<file path="config.mk">
export PLATFORM = sky130hd
export DESIGN_NAME = reg_status_monitor
export DESIGN_NICKNAME = d
export VERILOG_FILES = /design/src/rtl/regmon_pkg.sv /design/src/rtl/regmon_sync.sv /design/src/rtl/regmon_sticky.sv /design/src/rtl/regmon_rdport.sv /design/src/rtl/reg_status_monitor.sv
export SDC_FILE = /design/constraint.sdc
export NUM_CORES = 1
export LEC_CHECK = 0
export CAP_MARGIN = 20
export CORE_MARGIN = 8
export CORE_UTILIZATION = 46
export CTS_CLUSTER_DIAMETER = 120
export DETAILED_ROUTE_END_ITERATION = 10
export PLACE_DENSITY = 0.74
export SLEW_MARGIN = 15
export SYNTH_ARGS = -nofsm -noshare
export SYNTH_HDL_FRONTEND = slang
export SYNTH_HIERARCHICAL = 1
export SYNTH_SLANG_ARGS = --single-unit
</file>
<file path="constraint.sdc">
create_clock -name clk -period 0.9 [get_ports clk]
set_input_delay 0.18 -clock clk [delete_from_list [all_inputs] [get_ports clk]]
set_output_delay 0.18 -clock clk [all_outputs]
set_load 0.01 [all_outputs]
</file>
<file path="src/rtl/regmon_pkg.sv">
package regmon_pkg;
  localparam int STAT_W     = 6;
  localparam int NUM_LOOPS  = 3;
  localparam int NUM_STICKY = NUM_LOOPS + 1;
  localparam int NUM_SYNC   = NUM_LOOPS + 2;

  // positions in the status word
  localparam int BIT_CV    = 0;
  localparam int BIT_PCL   = 1;
  localparam int BIT_NCL   = 2;
  localparam int BIT_OV    = 3;
  localparam int BIT_OT    = 4;
  localparam int BIT_UNREG = 5;

  // positions in the synchronized input vector
  localparam int SY_CV  = 0;
  localparam int SY_PCL = 1;
  localparam int SY_NCL = 2;
  localparam int SY_OV  = 3;
  localparam int SY_OT  = 4;

  // positions in the sticky condition vector
  localparam int ST_UNREG = NUM_STICKY - 1;

  // decoded level of each sticky condition while all loop inputs are idle
  localparam logic [NUM_STICKY-1:0] STICKY_IDLE = {1'b1, {NUM_LOOPS{1'b0}}};

  typedef struct packed {
    logic unreg;
    logic ot;
    logic ov;
    logic ncl;
    logic pcl;
    logic cv;
  } stat_word_t;
endpackage

</file>
<file path="src/rtl/regmon_sync.sv">
module regmon_sync #(
  parameter int W      = 1,
  parameter int STAGES = 2
) (
  input  logic         clk,
  input  logic         rst,
  input  logic [W-1:0] d,
  output logic [W-1:0] q
);
  logic [W-1:0] chain [STAGES];

  always_ff @(posedge clk) begin
    if (rst) chain[0] <= '0;
    else     chain[0] <= d;
  end

  for (genvar s = 1; s < STAGES; s++) begin : g_stage
    always_ff @(posedge clk) begin
      if (rst) chain[s] <= '0;
      else     chain[s] <= chain[s-1];
    end
  end

  assign q = chain[STAGES-1];
endmodule

</file>
<file path="src/rtl/regmon_sticky.sv">
module regmon_sticky #(
  parameter int            N        = 4,
  parameter logic [N-1:0]  IDLE_VAL = '0
) (
  input  logic         clk,
  input  logic         rst,
  input  logic         clr,
  input  logic [N-1:0] cond,
  output logic [N-1:0] flags
);
  logic [N-1:0] cond_q;
  logic [N-1:0] rise;

  // previous decoded level; starts at the idle decode so reset records nothing
  always_ff @(posedge clk) begin
    if (rst) cond_q <= IDLE_VAL;
    else     cond_q <= cond;
  end

  for (genvar i = 0; i < N; i++) begin : g_flag
    assign rise[i] = cond[i] & ~cond_q[i];

    // a set event outranks a clear in the same cycle
    always_ff @(posedge clk) begin
      if (rst) flags[i] <= 1'b0;
      else     flags[i] <= rise[i] | (flags[i] & ~clr);
    end

    p_set_on_rise_r3: assert property (@(posedge clk) disable iff (rst)
      rise[i] |=> flags[i]);

    p_hold_until_clear_r3: assert property (@(posedge clk) disable iff (rst)
      (flags[i] && !clr) |=> flags[i]);

    p_clear_r5: assert property (@(posedge clk) disable iff (rst)
      (clr && !rise[i]) |=> !flags[i]);

    p_set_wins_r6: assert property (@(posedge clk) disable iff (rst)
      (clr && rise[i]) |=> flags[i]);
  end
endmodule

</file>
<file path="src/rtl/regmon_rdport.sv">
module regmon_rdport #(
  parameter int W = 6
) (
  input  logic         clk,
  input  logic         rst,
  input  logic         cs,
  input  logic         rd,
  input  logic [W-1:0] word,
  output logic [W-1:0] data
);
  always_ff @(posedge clk) begin
    if (rst)           data <= '0;
    else if (cs && rd) data <= word;
    else               data <= '0;
  end

  p_idle_bus_r8: assert property (@(posedge clk) disable iff (rst)
    !(cs && rd) |=> (data == '0));
endmodule

</file>
<file path="src/rtl/reg_status_monitor.sv">
module reg_status_monitor
  import regmon_pkg::*;
#(
  parameter int SYNC_STAGES = 2
) (
  input  logic              clk,
  input  logic              rst,
  input  logic              cv_loop_i,
  input  logic              pcl_loop_i,
  input  logic              ncl_loop_i,
  input  logic              ovp_i,
  input  logic              therm_i,
  input  logic              flag_clr_i,
  input  logic              stat_cs_i,
  input  logic              rd_i,
  output logic [STAT_W-1:0] rd_data_o
);
  logic [NUM_SYNC-1:0]   raw_in;
  logic [NUM_SYNC-1:0]   sync_q;
  logic [NUM_STICKY-1:0] cond;
  logic [NUM_STICKY-1:0] flags;
  stat_word_t            word;

  assign raw_in[SY_CV]  = cv_loop_i;
  assign raw_in[SY_PCL] = pcl_loop_i;
  assign raw_in[SY_NCL] = ncl_loop_i;
  assign raw_in[SY_OV]  = ovp_i;
  assign raw_in[SY_OT]  = therm_i;

  regmon_sync #(.W(NUM_SYNC), .STAGES(SYNC_STAGES)) u_sync (
    .clk (clk),
    .rst (rst),
    .d   (raw_in),
    .q   (sync_q)
  );

  // loop conditions map straight through; unregulated when no loop holds
  assign cond[NUM_LOOPS-1:0] = sync_q[NUM_LOOPS-1:0];
  assign cond[ST_UNREG]      = ~|sync_q[NUM_LOOPS-1:0];

  regmon_sticky #(.N(NUM_STICKY), .IDLE_VAL(STICKY_IDLE)) u_sticky (
    .clk   (clk),
    .rst   (rst),
    .clr   (flag_clr_i),
    .cond  (cond),
    .flags (flags)
  );

  always_comb begin
    word.cv    = flags[SY_CV];
    word.pcl   = flags[SY_PCL];
    word.ncl   = flags[SY_NCL];
    word.ov    = sync_q[SY_OV];
    word.ot    = sync_q[SY_OT];
    word.unreg = flags[ST_UNREG];
  end

  regmon_rdport #(.W(STAT_W)) u_rdport (
    .clk  (clk),
    .rst  (rst),
    .cs   (stat_cs_i),
    .rd   (rd_i),
    .word (word),
    .data (rd_data_o)
  );

  p_ot_live_r7: assert property (@(posedge clk) disable iff (rst)
    (stat_cs_i && rd_i) |=> (rd_data_o[BIT_OT] == $past(sync_q[SY_OT])));

  p_ov_live_r7: assert property (@(posedge clk) disable iff (rst)
    (stat_cs_i && rd_i) |=> (rd_data_o[BIT_OV] == $past(sync_q[SY_OV])));

  p_unreg_entry_r4: assert property (@(posedge clk) disable iff (rst)
    $rose(flags[ST_UNREG]) |-> $past(sync_q[NUM_LOOPS-1:0] == '0));
endmodule

</file>
==> summary.txt <==
Timing
  • Clock skew: 1.72 ps
  • Final setup fails: 6
  • Slack of the critical path: -20.3 ps
  • Fin. max-slew vios: 0
  • Final hold slack: 419 ps
  • RSZ-0062 raised after global routing: yes
  • Relative slew margins: 0.890
  • Hold Violations, Final: 0
  • Worst-margin pin slew: 164 ps
  • Tmin final: 920 ps
  • Max Freq: 1.09 GHz
  • Setup TNS: -103 ps
  • Final period util: 1.02

Setup path
  • Critical Path AT: 740 ps
  • Worst path cell trace: buf_6
  • R2R setup slack: 90 ps
  • Crit path buffers/inverters: 1
  • CP peak stage delay: 330 ps
  • Critical Path RT: 720 ps
  • Worst-path cell with the longest stage delay: dfxtp_2
  • CP Launch Point: u_rdport/data[1]
  • Crit. End Element: output port
  • Startpoint types: flip-flop
  • R2R depth: 3
  • CP delay by family, top: flip-flops
  • R2R Path End: u_sticky/flags[3]
  • RR Startpoint: u_sync/chain[1][1]
  • Critical path class: reg2out
  • CP Max Fanout: 1

Power
  • Logic pwr share: 0.068
  • Pleak: 0.383 nW
  • Pwr Total: 1.65 mW
  • Worst IR Drop VDD: 0.00107 V
  • Sw frac: 0.194
  • PwrDens: 1780 mW/mm^2
  • Clock share of power: 0.258
  • Seq pwr share: 0.674
  • Sw Pwr: 0.319 mW
  • Internal: 1.33 mW

Die
  • Die height: 55.2 um
  • Row count: 14
  • Die W: 55.2 um
  • Total die area: 0.00305 sq mm
  • Core footprint: 0.00147 sq mm
  • Ports: 16
  • Initial Utilization: 0.481

Flow run
  • Maxcap violations: 0

Global route
  • Vias in the first global route: 463
  • GR Layer Usage met1: 0.0785
  • Largest net degree at the start of global routing: 14
  • Overflow after GRT: 0
  • First-pass GRT wire length: 1.99 mm
  • Global Route Usage Sum: 0.0785
  • Most Used Layer, Global Route: met2
  • Met3 Usage GRT: 0.0388
  • Met2 Usage GRT: 0.125
  • Initial antenna violation count: 0

Synth
  • Top cells by area, synth: dfxtp_1 68%, nor2b_1 11%, and4b_1 8.5%
  • Post-synth net total: 67
  • Simple-gate share of the synthesized area: 0.293
  • Main combinational cell family by area after synthesis: simple AND/OR/NAND/NOR gates
  • Yosys top cell area share: 0.678
  • Async SR Flop Fraction: 0
  • Mapped cell area: 708 sq um
  • Post-Synth Adder-Cell Area: 0
  • YS warnings: 6
  • Number of synthesized flops with an enable pin: 0
  • Synth top cells by count: 24 x dfxtp_1, 13 x nor2b_1, 8 x nand2b_1
  • Complex-gate fraction of the synthesized area: 0.0283
  • Top-count cell post-synth: dfxtp_1
  • Post-Synth XOR/XNOR Area: 0
  • Mux cell area share after synthesis: 0
  • Post-synth top flop: dfxtp_1
  • Seq/Total Area, Yosys: 0.678
  • Post-synth top area cell: dfxtp_1
  • Syn Inst Count: 57
  • Synth Area per Inst: 12.4 sq um
  • Synth Register Bits: 24
  • Yosys cell types: 7

Hold path
  • Worst hold stages: 2
  • Hold EP: u_sync/chain[0][3]
  • Hold Path Class: in2reg
  • Worst hold start: ovp_i

CTS
  • Num CTS Buffers: 3
  • CTS Hold Bufs: 0
  • Clk buf depth: 2
  • Clk sinks: 24
  • Clock Tree Root: clkbuf_4
  • Clock Latency Late Sink: 300 ps
  • CTS tree: done
  • Clock slew seen by the registers of the worst setup and hold paths: 110 ps
  • H-tree levels: 1

Cells and area
  • Ant. Diodes: 0
  • Fin nets: 90
  • Number of filler cells placed in the layout: 131
  • Area delta synth->final: 30.4%
  • Register area: 485 sq um
  • Layout cells sized above 1: 0.218
  • Fin util: 0.628
  • Multi-input gate area: 228 sq um

Placement
  • Port bufs: 15
  • DP Worst Slack: -257 ps
  • GPL Wtd Cong: 0.670
  • Final HPWL DP: 828 um

Status
  • Outcome: complete, but fails checks
  • Failing checks: setup timing

Routing
  • DR DRC count: 0
  • DR pass1 iterations: 3
  • 1st-iter DRT viols: 2
  • Routed len/inst: 11.5 um
  • Total wire length: 1.08 mm
  • Post-route ant nets: 0
  • Vias/cell: 4.78
  • Via count: 449
==> cells by family (layout without fill, tap and decap cells) <==
logic type | count (synthesis) | in the layout
flip-flops | 24 | 24
AND/OR/NAND/NOR | 29 | 29
AO/OA/AOI/OAI | 4 | 4
buffers and inverters | 0 | 21
==> routing by layer <==
metal,share of wire,vias to the layer above
met1,0.45,196
met3,0.076,3
li1,-,233
met2,0.45,17
met5,0,-
met4,0.022,0
==> layout make-up <==
class	count	share of cell area
multi-input combinational	33	0.247
tap	16	0.0217
timing repair buffer	18	0.182
clock buffer	3	0.0244
sequential	24	0.526
==> registers in the layout, indices dropped and copies added (netlist names) <==
name,count
u_rdport/data,6
u_sync/chain,10
u_sticky/cond_q,4
u_sticky/flags,4
==> layout by cell type, fill, tap and decap left out <==
master,count
clkdlybuf4s50_1,9
buf_4,3
nor3_2,1
clkbuf_4,3
dfxtp_1,20
a21oi_1,4
nor2b_1,13
and4b_1,6
or2_1,1
buf_6,4
buf_2,2
dfxtp_2,4
nand2b_1,8
==> how the worst max path moves through the flow <==
stage / endpoint / slack [ps] / cells after the start
finish: rd_data_o[1] / -20 / 1
floorplan: u_sticky/flags[3] / 180 / 3
global placement: u_rdport/data[0] / -250 / 3
global route: rd_data_o[4] / -70 / 1
detailed placement: u_rdport/data[4] / -260 / 3
CTS: rd_data_o[3] / -40 / 1
==> per-stage QoR <==
step	instance area, sq um	std cells
4_1_cts	901	94
6_report	923	94
5_1_grt	923	94
2_1_floorplan	708	57
3_5_place_dp	901	91
3_3_place_gp	901	91
==> timing repair <==
| action | in CTS | in global routing |
|---|---|---|
| setup endpoints to repair | 6 | 6 |
| endpoints found under the hold margin | 0 | 0 |
| buffers inserted | 0 | 0 |
| resized for setup | 26 | 6 |
| pin swaps | 0 | 0 |
==> power by group through the flow <==
stage | registers (mW) | clock network [mW] | logic, mW
floorplan | 1.13 | 0 | 0.0380
global placement | 1.13 | 0 | 0.112
detailed placement | 1.14 | 0 | 0.114
CTS | 1.11 | 0.449 | 0.113
global route | 1.12 | 0.490 | 0.124
finish | 1.11 | 0.425 | 0.112
No activity file was read; power rests on OpenSTA's default activity.
